File: config.mk
export PLATFORM = sky130hd
export DESIGN_NAME = uart_frame_engine
export DESIGN_NICKNAME = d
export VERILOG_FILES = /design/src/rtl/ufe_pkg.sv /design/src/rtl/ufe_fmt_reg.sv /design/src/rtl/ufe_tx.sv /design/src/rtl/ufe_rx.sv /design/src/rtl/uart_frame_engine.sv
export SDC_FILE = /design/constraint.sdc
export NUM_CORES = 1
export LEC_CHECK = 0
export ABC_AREA = 0
export BUFFER_PORTS_ARGS = -buffer_cell sky130_fd_sc_hd__buf_2
export CORE_MARGIN = 2
export CORE_UTILIZATION = 45
export CTS_BUF_LIST = sky130_fd_sc_hd__clkbuf_8
export CTS_CLUSTER_SIZE = 12
export DETAILED_ROUTE_END_ITERATION = 10
export PLACE_DENSITY = 0.6
export SETUP_SLACK_MARGIN = 0.2
export SLEW_MARGIN = 20
export SYNTH_ARGS = -nofsm -noshare
export SYNTH_HDL_FRONTEND = slang
export SYNTH_SLANG_ARGS = --single-unit
File: constraint.sdc
create_clock -name clk -period 2.5 [get_ports clk]
set_input_delay 0.5 -clock clk [delete_from_list [all_inputs] [get_ports clk]]
set_output_delay 0.5 -clock clk [all_outputs]
set_load 0.005 [all_outputs]
File: src/rtl/ufe_pkg.sv
package ufe_pkg;

   localparam int CHAR_W  = 8;
   localparam int FRAME_W = 12;

   typedef enum logic [1:0] {
      PAR_NONE = 2'b00,
      PAR_ZERO = 2'b01,
      PAR_ODD  = 2'b10,
      PAR_EVEN = 2'b11
   } par_e;

   typedef struct packed {
      par_e par;
      logic lsb_first;
      logic stop2;
      logic char8;
   } fmt_t;

   function automatic logic par_bit(par_e p, logic [CHAR_W-1:0] d);
      case (p)
         PAR_ODD:  return ~^d;
         PAR_EVEN: return ^d;
         default:  return 1'b0;
      endcase
   endfunction

endpackage

File: src/rtl/ufe_fmt_reg.sv
module ufe_fmt_reg
   import ufe_pkg::*;
#(
   parameter logic [4:0] RESET_FMT = 5'b00101
)(
   input  logic       clk,
   input  logic       rst_n,
   input  logic       wr,
   input  logic [4:0] wdata,
   input  logic       pwr,
   input  logic       tx_en,
   input  logic       rx_en,
   output fmt_t       fmt
);
   logic unlocked;
   assign unlocked = !pwr || (!tx_en && !rx_en);

   always_ff @(posedge clk or negedge rst_n) begin
      if (!rst_n)               fmt <= fmt_t'(RESET_FMT);
      else if (wr && unlocked)  fmt <= fmt_t'(wdata);
   end
endmodule

File: src/rtl/ufe_tx.sv
module ufe_tx
   import ufe_pkg::*;
#(
   parameter int OS = 16
)(
   input  logic              clk,
   input  logic              rst_n,
   input  logic              active,
   input  logic              tick,
   input  fmt_t              fmt,
   input  logic [CHAR_W-1:0] data,
   input  logic              valid,
   output logic              ready,
   output logic              txd
);
   localparam int CW = $clog2(OS);
   localparam logic [CW-1:0] LAST = CW'(OS - 1);

   logic               busy;
   logic [FRAME_W-1:0] shreg;
   logic [3:0]         left;
   logic [CW-1:0]      tc;

   logic [FRAME_W-1:0] fb;
   logic [3:0]         flen;
   logic [CHAR_W-1:0]  dm;

   always_comb begin
      int nd;
      int pos;
      nd = fmt.char8 ? 8 : 7;
      dm = fmt.char8 ? data : {1'b0, data[6:0]};
      fb = '1;
      fb[0] = 1'b0;
      for (int i = 0; i < CHAR_W; i++) begin
         if (i < nd) begin
            if (fmt.lsb_first) fb[1+i] = dm[i];
            else               fb[1+i] = dm[nd-1-i];
         end
      end
      pos = 1 + nd;
      if (fmt.par != PAR_NONE) begin
         fb[pos] = par_bit(fmt.par, dm);
         pos = pos + 1;
      end
      flen = 4'(pos + (fmt.stop2 ? 2 : 1));
   end

   assign ready = active && !busy;
   assign txd   = busy ? shreg[0] : 1'b1;

   always_ff @(posedge clk or negedge rst_n) begin
      if (!rst_n) begin
         busy  <= 1'b0;
         shreg <= '1;
         left  <= '0;
         tc    <= '0;
      end else if (!active) begin
         busy <= 1'b0;
      end else if (!busy) begin
         if (valid) begin
            busy  <= 1'b1;
            shreg <= fb;
            left  <= flen;
            tc    <= '0;
         end
      end else if (tick) begin
         if (tc == LAST) begin
            tc    <= '0;
            shreg <= {1'b1, shreg[FRAME_W-1:1]};
            left  <= left - 4'd1;
            if (left == 4'd1) busy <= 1'b0;
         end else begin
            tc <= tc + 1'b1;
         end
      end
   end
endmodule

File: src/rtl/ufe_rx.sv
module ufe_rx
   import ufe_pkg::*;
#(
   parameter int OS   = 16,
   parameter int SYNC = 2
)(
   input  logic              clk,
   input  logic              rst_n,
   input  logic              active,
   input  logic              tick,
   input  logic              rxd,
   input  logic              char8,
   input  logic              lsb_first,
   input  par_e              par,
   input  logic              rd,
   output logic [CHAR_W-1:0] data,
   output logic              valid,
   output logic              pe,
   output logic              fe,
   output logic              oe,
   output logic              done
);
   localparam int CW = $clog2(OS);
   localparam logic [CW-1:0] MID  = CW'(OS/2 - 1);
   localparam logic [CW-1:0] LAST = CW'(OS - 1);

   typedef enum logic [1:0] {S_IDLE, S_START, S_BITS, S_STOP} st_e;

   logic line;

   generate
      if (SYNC == 0) begin : g_nosync
         assign line = rxd;
      end else if (SYNC == 1) begin : g_sync1
         logic s0;
         always_ff @(posedge clk or negedge rst_n)
            if (!rst_n) s0 <= 1'b1; else s0 <= rxd;
         assign line = s0;
      end else begin : g_syncn
         logic [SYNC-1:0] sc;
         always_ff @(posedge clk or negedge rst_n)
            if (!rst_n) sc <= '1; else sc <= {sc[SYNC-2:0], rxd};
         assign line = sc[SYNC-1];
      end
   endgenerate

   st_e           st;
   logic [CW-1:0] tc;
   logic [3:0]    idx;
   logic [8:0]    raw;
   logic          stop_low;

   logic [3:0]        nd;
   logic [3:0]        nexp;
   logic [CHAR_W-1:0] dec;
   logic              pbit;
   logic              perr;

   assign nd   = char8 ? 4'd8 : 4'd7;
   assign nexp = nd + ((par != PAR_NONE) ? 4'd1 : 4'd0);
   assign pbit = raw[nd];

   always_comb begin
      dec = '0;
      for (int i = 0; i < CHAR_W; i++) begin
         if (i < int'(nd)) begin
            if (lsb_first) dec[i] = raw[i];
            else           dec[i] = raw[int'(nd)-1-i];
         end
      end
      perr = ((par == PAR_ODD)  && !(^{dec, pbit})) ||
             ((par == PAR_EVEN) &&  (^{dec, pbit}));
   end

   always_ff @(posedge clk or negedge rst_n) begin
      if (!rst_n) begin
         st       <= S_IDLE;
         tc       <= '0;
         idx      <= '0;
         raw      <= '0;
         stop_low <= 1'b0;
         done     <= 1'b0;
      end else begin
         done <= 1'b0;
         if (!active) begin
            st <= S_IDLE;
         end else begin
            case (st)
               S_IDLE: begin
                  tc <= '0;
                  if (!line) st <= S_START;
               end
               S_START: if (tick) begin
                  if (tc == MID) begin
                     tc  <= '0;
                     idx <= '0;
                     st  <= line ? S_IDLE : S_BITS;
                  end else tc <= tc + 1'b1;
               end
               S_BITS: if (tick) begin
                  if (tc == LAST) begin
                     tc       <= '0;
                     raw[idx] <= line;
                     if (idx == nexp - 4'd1) st <= S_STOP;
                     else                    idx <= idx + 4'd1;
                  end else tc <= tc + 1'b1;
               end
               default: if (tick) begin
                  if (tc == LAST) begin
                     tc       <= '0;
                     stop_low <= !line;
                     done     <= 1'b1;
                     st       <= S_IDLE;
                  end else tc <= tc + 1'b1;
               end
            endcase
         end
      end
   end

   always_ff @(posedge clk or negedge rst_n) begin
      if (!rst_n) begin
         data  <= '0;
         valid <= 1'b0;
         pe    <= 1'b0;
         fe    <= 1'b0;
         oe    <= 1'b0;
      end else if (done) begin
         data  <= dec;
         valid <= 1'b1;
         pe    <= perr;
         fe    <= stop_low;
         oe    <= valid && !rd;
      end else if (rd) begin
         valid <= 1'b0;
      end
   end
endmodule

File: src/rtl/uart_frame_engine.sv
module uart_frame_engine
   import ufe_pkg::*;
#(
   parameter int         OS        = 16,
   parameter int         SYNC      = 2,
   parameter logic [4:0] RESET_FMT = 5'b00101
)(
   input  logic       clk,
   input  logic       rst_n,
   input  logic       baud_tick,
   input  logic       pwr_on,
   input  logic       tx_on,
   input  logic       rx_on,
   input  logic       fmt_wr,
   input  logic [4:0] fmt_wdata,
   output logic [4:0] fmt_q,
   input  logic [7:0] tx_data,
   input  logic       tx_valid,
   output logic       tx_ready,
   output logic       txd,
   input  logic       rxd,
   output logic [7:0] rx_data,
   output logic       rx_valid,
   input  logic       rx_ready,
   output logic       err_parity,
   output logic       err_frame,
   output logic       err_overrun
);
   generate
      if (OS < 4 || (OS % 2) != 0) begin : g_bad_os
         $error("OS must be an even value of at least 4");
      end
      if (SYNC < 0 || SYNC > 4) begin : g_bad_sync
         $error("SYNC must lie between 0 and 4");
      end
   endgenerate

   fmt_t fmt;
   logic rx_done;

   ufe_fmt_reg #(.RESET_FMT(RESET_FMT)) u_fmt (
      .clk(clk), .rst_n(rst_n), .wr(fmt_wr), .wdata(fmt_wdata),
      .pwr(pwr_on), .tx_en(tx_on), .rx_en(rx_on), .fmt(fmt)
   );

   ufe_tx #(.OS(OS)) u_tx (
      .clk(clk), .rst_n(rst_n), .active(pwr_on && tx_on), .tick(baud_tick),
      .fmt(fmt), .data(tx_data), .valid(tx_valid), .ready(tx_ready), .txd(txd)
   );

   ufe_rx #(.OS(OS), .SYNC(SYNC)) u_rx (
      .clk(clk), .rst_n(rst_n), .active(pwr_on && rx_on), .tick(baud_tick),
      .rxd(rxd), .char8(fmt.char8), .lsb_first(fmt.lsb_first), .par(fmt.par),
      .rd(rx_ready), .data(rx_data), .valid(rx_valid), .pe(err_parity),
      .fe(err_frame), .oe(err_overrun), .done(rx_done)
   );

   assign fmt_q = fmt;
endmodule

==> impl_metrics.json, run 1 <==
{
  "hold_path.class": "primary input to async pin",
  "syn_inst": 354,
  "regArea_mm2": 0.00149,
  "power_leakage_nw": 1.86,
  "core_mm2": 0.00733,
  "yosysWarningCount": 0,
  "end_kind": "register",
  "grt_overflow": 0,
  "avgSynthCellArea_um2": 9.77,
  "grt_start_max_net_pins": 60,
  "cts_hold_buf": 0,
  "path_clk_slew_ns": 0.07,
  "synthXorXnorAreaFrac_pct": 5.97,
  "io_pins": 42,
  "switching_share_pct": 29.0,
  "root_buffer": "clkbuf_8",
  "grt_pass1_vias": 2478,
  "start_kind": "register",
  "drv_cap": 0,
  "num_antenna_cells": 0,
  "clockPowerShare_pct": 32.6,
  "synth_fa_ha_area_share_pct": 4.56,
  "dp_hpwl_um": 4790,
  "initial_core_util_pct": 47.2,
  "ir_drop_mv": 0.270,
  "p_int_mw": 1.75,
  "cts.htree.levels": 3,
  "ys_ff_latch": 59,
  "cp_max_fo": 5,
  "worstPathArrival_ns": 2.36,
  "worstPathRequired_ns": 2.71,
  "async_flop_share_pct": 100,
  "synthMuxAreaShare_pct": 13.9,
  "comb_power_share_pct": 19.6,
  "slew_violations": 0,
  "multiInputGateArea_mm2": 0.00183,
  "synthFlopType": "dfrtp_1",
  "reg2reg_slack_ns": 0.36,
  "final.period_utilization_pct": 85.7,
  "drcViolationCount": 0,
  "power.total_mw": 2.46,
  "num-fill-cells": 703,
  "routed_wl_um": 6800,
  "grt_pass1_wl_um": 11700,
  "cts_tree": "built",
  "r2r_cells": 9,
  "clock-skew-final_ns": 0.00410,
  "die_y_um": 91.7,
  "synth_compound_area_share_pct": 11.5,
  "wl_per_cell_um": 13.5,
  "synth_edf_count": 0,
  "nets": 435,
  "num_vias": 2596,
  "status": "complete, no violations",
  "seqPwrFrac_pct": 47.8,
  "ys_seq_area_share_pct": 43.2,
  "synth-simple-area-share_pct": 17.1,
  "crit_type": "register to register",
  "clk_latency_ns": 0.33,
  "switchingPower_uw": 713,
  "synth_top_family_by_area": "simple AND/OR/NAND/NOR gates",
  "syn_to_final_growth_pct": 15.3,
  "synth.net_count": 389,
  "clock_path_buffers": 2,
  "setup-violations-final": 0,
  "viasPerCell": 5.15,
  "syn_area_mm2": 0.00346,
  "timing.final.hold_violations": 0,
  "die-area_mm2": 0.00841,
  "die_x_um": 91.7,
  "clkSinkCount": 59,
  "place.gp.congestion": 0.777,
  "worstMarginPinSlew_ns": 0.599,
  "ant_nets": 0,
  "num_rows": 31,
  "drt_pass1_iterations": 4,
  "rsz0062_at_grt": "no",
  "synth_cell_types": 55,
  "pwr_density_cell_mw_per_mm2": 617,
  "io_buffer_count": 41,
  "antenna_found_initial": 0,
  "cts_made_buffers": 9,
  "drt_iter0_markers": 79,
  "fmax_mhz": 467,
  "r2r_end": "u_rx.idx[2]",
  "min_period_ns": 2.14,
  "r2r_start": "u_fmt.fmt[4]",
  "tns_ns": 0,
  "grt_usage_pct": 17.4,
  "drive_above_1_share_pct": 27.9,
  "slew_headroom_pct": 60.0
}
==> sequential cells by signal (all words and copies together), names as in the netlist <==
register,count
u_rx.data,8
u_rx.g_syncn.sc,2
u_tx.shreg,10
u_rx.stop_low,1
u_rx.oe,1
u_rx.tc,4
u_rx.done,1
u_rx.valid,1
u_tx.left,4
u_rx.idx,4
u_tx.busy,1
u_rx.fe,1
u_tx.tc,4
u_fmt.fmt,5
u_rx.pe,1
u_rx.st,2
u_rx.raw,9
==> critical path, stage by stage (launching register included) <==
cell and delay [ns]:
dfrtp_1 0.41, or2_2 0.33, ha_1 0.32, xnor2_1 0.15
o211ai_2 0.10, o2bb2ai_1 0.15, o2111ai_2 0.13, buf_4 0.17
o21ai_0 0.16, o21ai_0 0.10
==> synth_stat cells, types with 2 or more instances <==
master	n	area share, %
o31ai_1	4	0.87
ha_1	11	4.0
o22ai_1	2	0.36
mux2_4	4	1.7
mux2i_1	23	6.7
a21oi_1	17	2.5
buf_1	2	0.22
buf_2	3	0.43
nor2b_1	5	0.90
dfrtp_1	45	33
nand2_1	47	5.1
o21ai_0	29	4.2
buf_4	4	0.87
xor2_1	7	1.8
mux2_2	17	5.5
xnor2_1	14	3.5
nor3_1	5	0.72
nor2_1	26	2.8
nand2b_1	5	0.90
clkbuf_1	9	0.98
dfstp_2	14	11
or2_2	2	0.36
nand3_1	10	1.4
o21ai_1	2	0.29
and2_1	2	0.36
a32oi_1	2	0.51
inv_1	12	1.3
nand3b_1	4	0.87
==> logic make-up after synthesis <==
| group | after synthesis |
|---|---|
| XOR/XNOR | 22 |
| adder cells (fa/ha/maj) | 12 |
| flip-flops | 59 |
| AND/OR/NAND/NOR | 120 |
| AO/OA/AOI/OAI | 67 |
| buffers and inverters | 30 |
| multiplexers | 44 |
==> stage by stage <==
stage	setup WS [ns]	hold WS, ns	std cells	instance area (um^2)	util, %
finish	0.357	0.159	504	3990	54.4
global route	0.176	0.187	504	3990	54.4
CTS	0.294	0.171	503	3980	54.3
detailed placement	0.315	0.347	487	3800	51.8
global placement	0.374	0.346	487	3800	51.8
floorplan	0.418	0.204	354	3460	-
==> layer usage <==
layer / GRT usage, % / vias up / part of all wire (%)
met2: 25.5 / 52 / 44
li1: - / 1317 / -
met5: 0 / - / 0
met3: 2.96 / 8 / 5.0
met4: 7.58 / 0 / 1.2
met1: 25.2 / 1219 / 50
==> area by class of cell <==
type	instances	area share, %
repair buffers	53	7.72
clock buffers	12	4.14
well taps	99	3.11
clock inverters	4	0.439
flip-flops and latches	59	37.5
multi-input cells	265	46.0
inverters	12	1.13
==> cell usage in the layout (no fill, tap or decap), types with 2 or more instances in the layout <==
cell and n:
nand2b_1 5, buf_2 41, mux2_4 4, nor3_1 5
ha_1 11, and2_1 2, clkinv_2 2, or2_2 2
xor2_1 7, nand3b_1 4, nand2_1 47, o22ai_1 2
clkbuf_8 12, a32oi_1 2, buf_4 11, nor2b_1 5
nor2_1 26, mux2_2 17, o21ai_0 29, o31ai_1 4
mux2i_1 23, dfrtp_1 45, dfstp_2 14, a21oi_1 17
o21ai_1 2, nand3_1 10, inv_1 14, xnor2_1 14
==> power by group through the flow <==
stage	Sequential [mW]	Combinational, mW	Clock (mW)
floorplan	1.16	0.358	0
global placement	1.19	0.477	0
detailed placement	1.19	0.484	0
CTS	1.18	0.491	0.824
global route	1.20	0.560	0.867
finish	1.18	0.482	0.802
==> how the worst max path moves through the flow <==
stage	depth (start not counted)	slack, ns	startpoint	to
detailed placement	8	0.32	u_fmt.fmt[4]	u_rx.idx[3]
CTS	8	0.29	u_fmt.fmt[4]	u_rx.idx[3]
finish	9	0.36	u_fmt.fmt[4]	u_rx.idx[2]
global route	9	0.18	u_fmt.fmt[4]	u_rx.idx[2]
global placement	8	0.37	u_fmt.fmt[4]	u_rx.idx[3]
floorplan	8	0.42	u_fmt.fmt[3]	u_rx.idx[3]
==> timing repair <==
item	in CTS	in global routing
setup buffers	0	1
hold endpoints to repair	0	0
gates resized for setup	0	0
endpoints found under the setup margin	0	3
Power figures use the tool's default switching activity.
==> run 2: changes to the inputs <==
- CELL_PAD_IN_SITES_DETAIL_PLACEMENT: unset -> 1
- CELL_PAD_IN_SITES_GLOBAL_PLACEMENT: unset -> 1
- PLACE_DENSITY: 0.6 -> 0.75
==> impl_metrics.json, run 2 (synthesis results as in run 1) <==
{
  "utilization_pct": 55.2,
  "routed_wl_um": 8170,
  "root_buffer": "clkbuf_8",
  "cts_tree": "built",
  "fin_ws_ns": 0.263,
  "pre_cts_ws_ns": 0.255,
  "clk_latency_ns": 0.35,
  "clkSinkCount": 59,
  "core_mm2": 0.00733,
  "post_cts_buffers": 0,
  "cp_top_family": "compound AO/OA/AOI/OAI gates",
  "reg2reg_slack_ns": 0.26,
  "drcViolationCount": 0,
  "place.gp.congestion": 0.729,
  "cts_hold_buf": 0,
  "hold_ws_ns": 0.180,
  "num_rows": 31,
  "io_pins": 42,
  "num_vias": 2703,
  "path_cells": "or2_2, ha_1, and3b_1, o211ai_2, o2bb2ai_1, o2111ai_2, buf_4, o21ai_0, o31ai_1",
  "cts_made_buffers": 9,
  "ant_nets": 0,
  "cp_slowest_cell": "dfrtp_1",
  "drt_iter0_markers": 98,
  "tns_ns": 0,
  "timing.final.hold_violations": 0,
  "power_leakage_nw": 1.89,
  "reg_top3": "u_tx.shreg x10, u_rx.raw x9, u_rx.data x8",
  "grt_overflow": 0,
  "drt_pass1_iterations": 4,
  "slew_headroom_pct": 55.5,
  "grt_start_max_net_pins": 33,
  "status": "complete, no violations",
  "r2r_cells": 9,
  "cp_max_fo": 4,
  "die_x_um": 91.7,
  "nets": 438,
  "num_antenna_cells": 0,
  "clock-skew-final_ns": 0.0101,
  "worstPathRequired_ns": 2.72,
  "ir_drop_mv": 0.356,
  "crit_type": "register to register",
  "most-common-layout-cells": "nand2_1 (47), dfrtp_1 (45), buf_2 (41)",
  "end_kind": "register",
  "io_buffer_count": 41,
  "syn_to_final_growth_pct": 17.0,
  "setup-violations-final": 0,
  "start_kind": "register",
  "worstMarginPinSlew_ns": 0.668,
  "final.period_utilization_pct": 89.5,
  "wl_per_cell_um": 16.1,
  "crit_cells": 9,
  "cts_resized": 0,
  "drv_cap": 0,
  "antenna_found_initial": 0,
  "num-fill-cells": 854,
  "clock_path_buffers": 2,
  "worst-path-buf-inv": 1,
  "path_clk_slew_ns": 0.07,
  "hold_path.class": "primary input to async pin",
  "fmax_mhz": 447,
  "viasPerCell": 5.33,
  "final_common_cell": "nand2_1",
  "die-area_mm2": 0.00841,
  "r2r_start": "u_fmt.fmt[4]",
  "dp_hpwl_um": 5860,
  "top_register": "u_tx.shreg",
  "initial_core_util_pct": 47.2,
  "grt_usage_pct": 21.1,
  "min_period_ns": 2.24,
  "largest_reg_flops": 10,
  "drive_above_1_share_pct": 28.4,
  "grt_pass1_vias": 2856,
  "pwr_density_cell_mw_per_mm2": 662,
  "cts.htree.levels": 3,
  "worstPathArrival_ns": 2.46,
  "grt_pass1_wl_um": 14100,
  "crit_path_max_incr_delay_ns": 0.41,
  "r2r_end": "u_rx.idx[3]",
  "slew_violations": 0,
  "rsz0062_at_grt": "no",
  "die_y_um": 91.7
}
[run 2: worst max-delay path by stage]
stage	end	start	slack [ns]
6_report	u_rx.idx[3]	u_fmt.fmt[4]	0.26
5_1_grt	u_rx.idx[3]	u_fmt.fmt[4]	0.17
4_1_cts	u_rx.idx[3]	u_fmt.fmt[4]	0.21
3_5_place_dp	u_rx.idx[3]	u_fmt.fmt[4]	0.26
3_3_place_gp	u_rx.idx[3]	u_fmt.fmt[4]	0.37
2_1_floorplan	u_rx.idx[3]	u_fmt.fmt[3]	0.42
[run 2: routing by layer]
metal  vias to the layer above  GRT usage [%]  share of wire [%]
met5                         -              0                  0
met4                         0           7.95                1.6
met3                        10           3.37                3.4
met2                        51           34.9                 48
met1                      1319           27.8                 47
li1                       1323              -                  -
[run 2: final cells by class]
type	instances	area, um^2	share of cell area, %
tap	99	124	3.06
timing repair buffer	56	330	8.16
inverter	12	45.0	1.11
sequential	59	1490	36.9
clock buffer	10	138	3.40
clock inverter	6	81.3	2.01
multi-input combinational	265	1830	45.3
[run 2: where the power goes]
part / internal [mW] / switching (mW) / leakage (nW) / total (mW)
combinational: 0.237 / 0.275 / 1.02 / 0.513
sequential: 1.09 / 0.0950 / 0.750 / 1.18
clock: 0.582 / 0.402 / 0.119 / 0.983
total: 1.91 / 0.772 / 1.89 / 2.68
[run 2: through the flow]
step / instance area [um^2] / total power [mW] / cells
2_1_floorplan: 3460 / 1.52 / 354
3_3_place_gp: 3800 / 1.67 / 487
3_5_place_dp: 3800 / 1.70 / 487
4_1_cts: 4020 / 2.69 / 503
5_1_grt: 4050 / 2.83 / 507
6_report: 4050 / 2.68 / 507
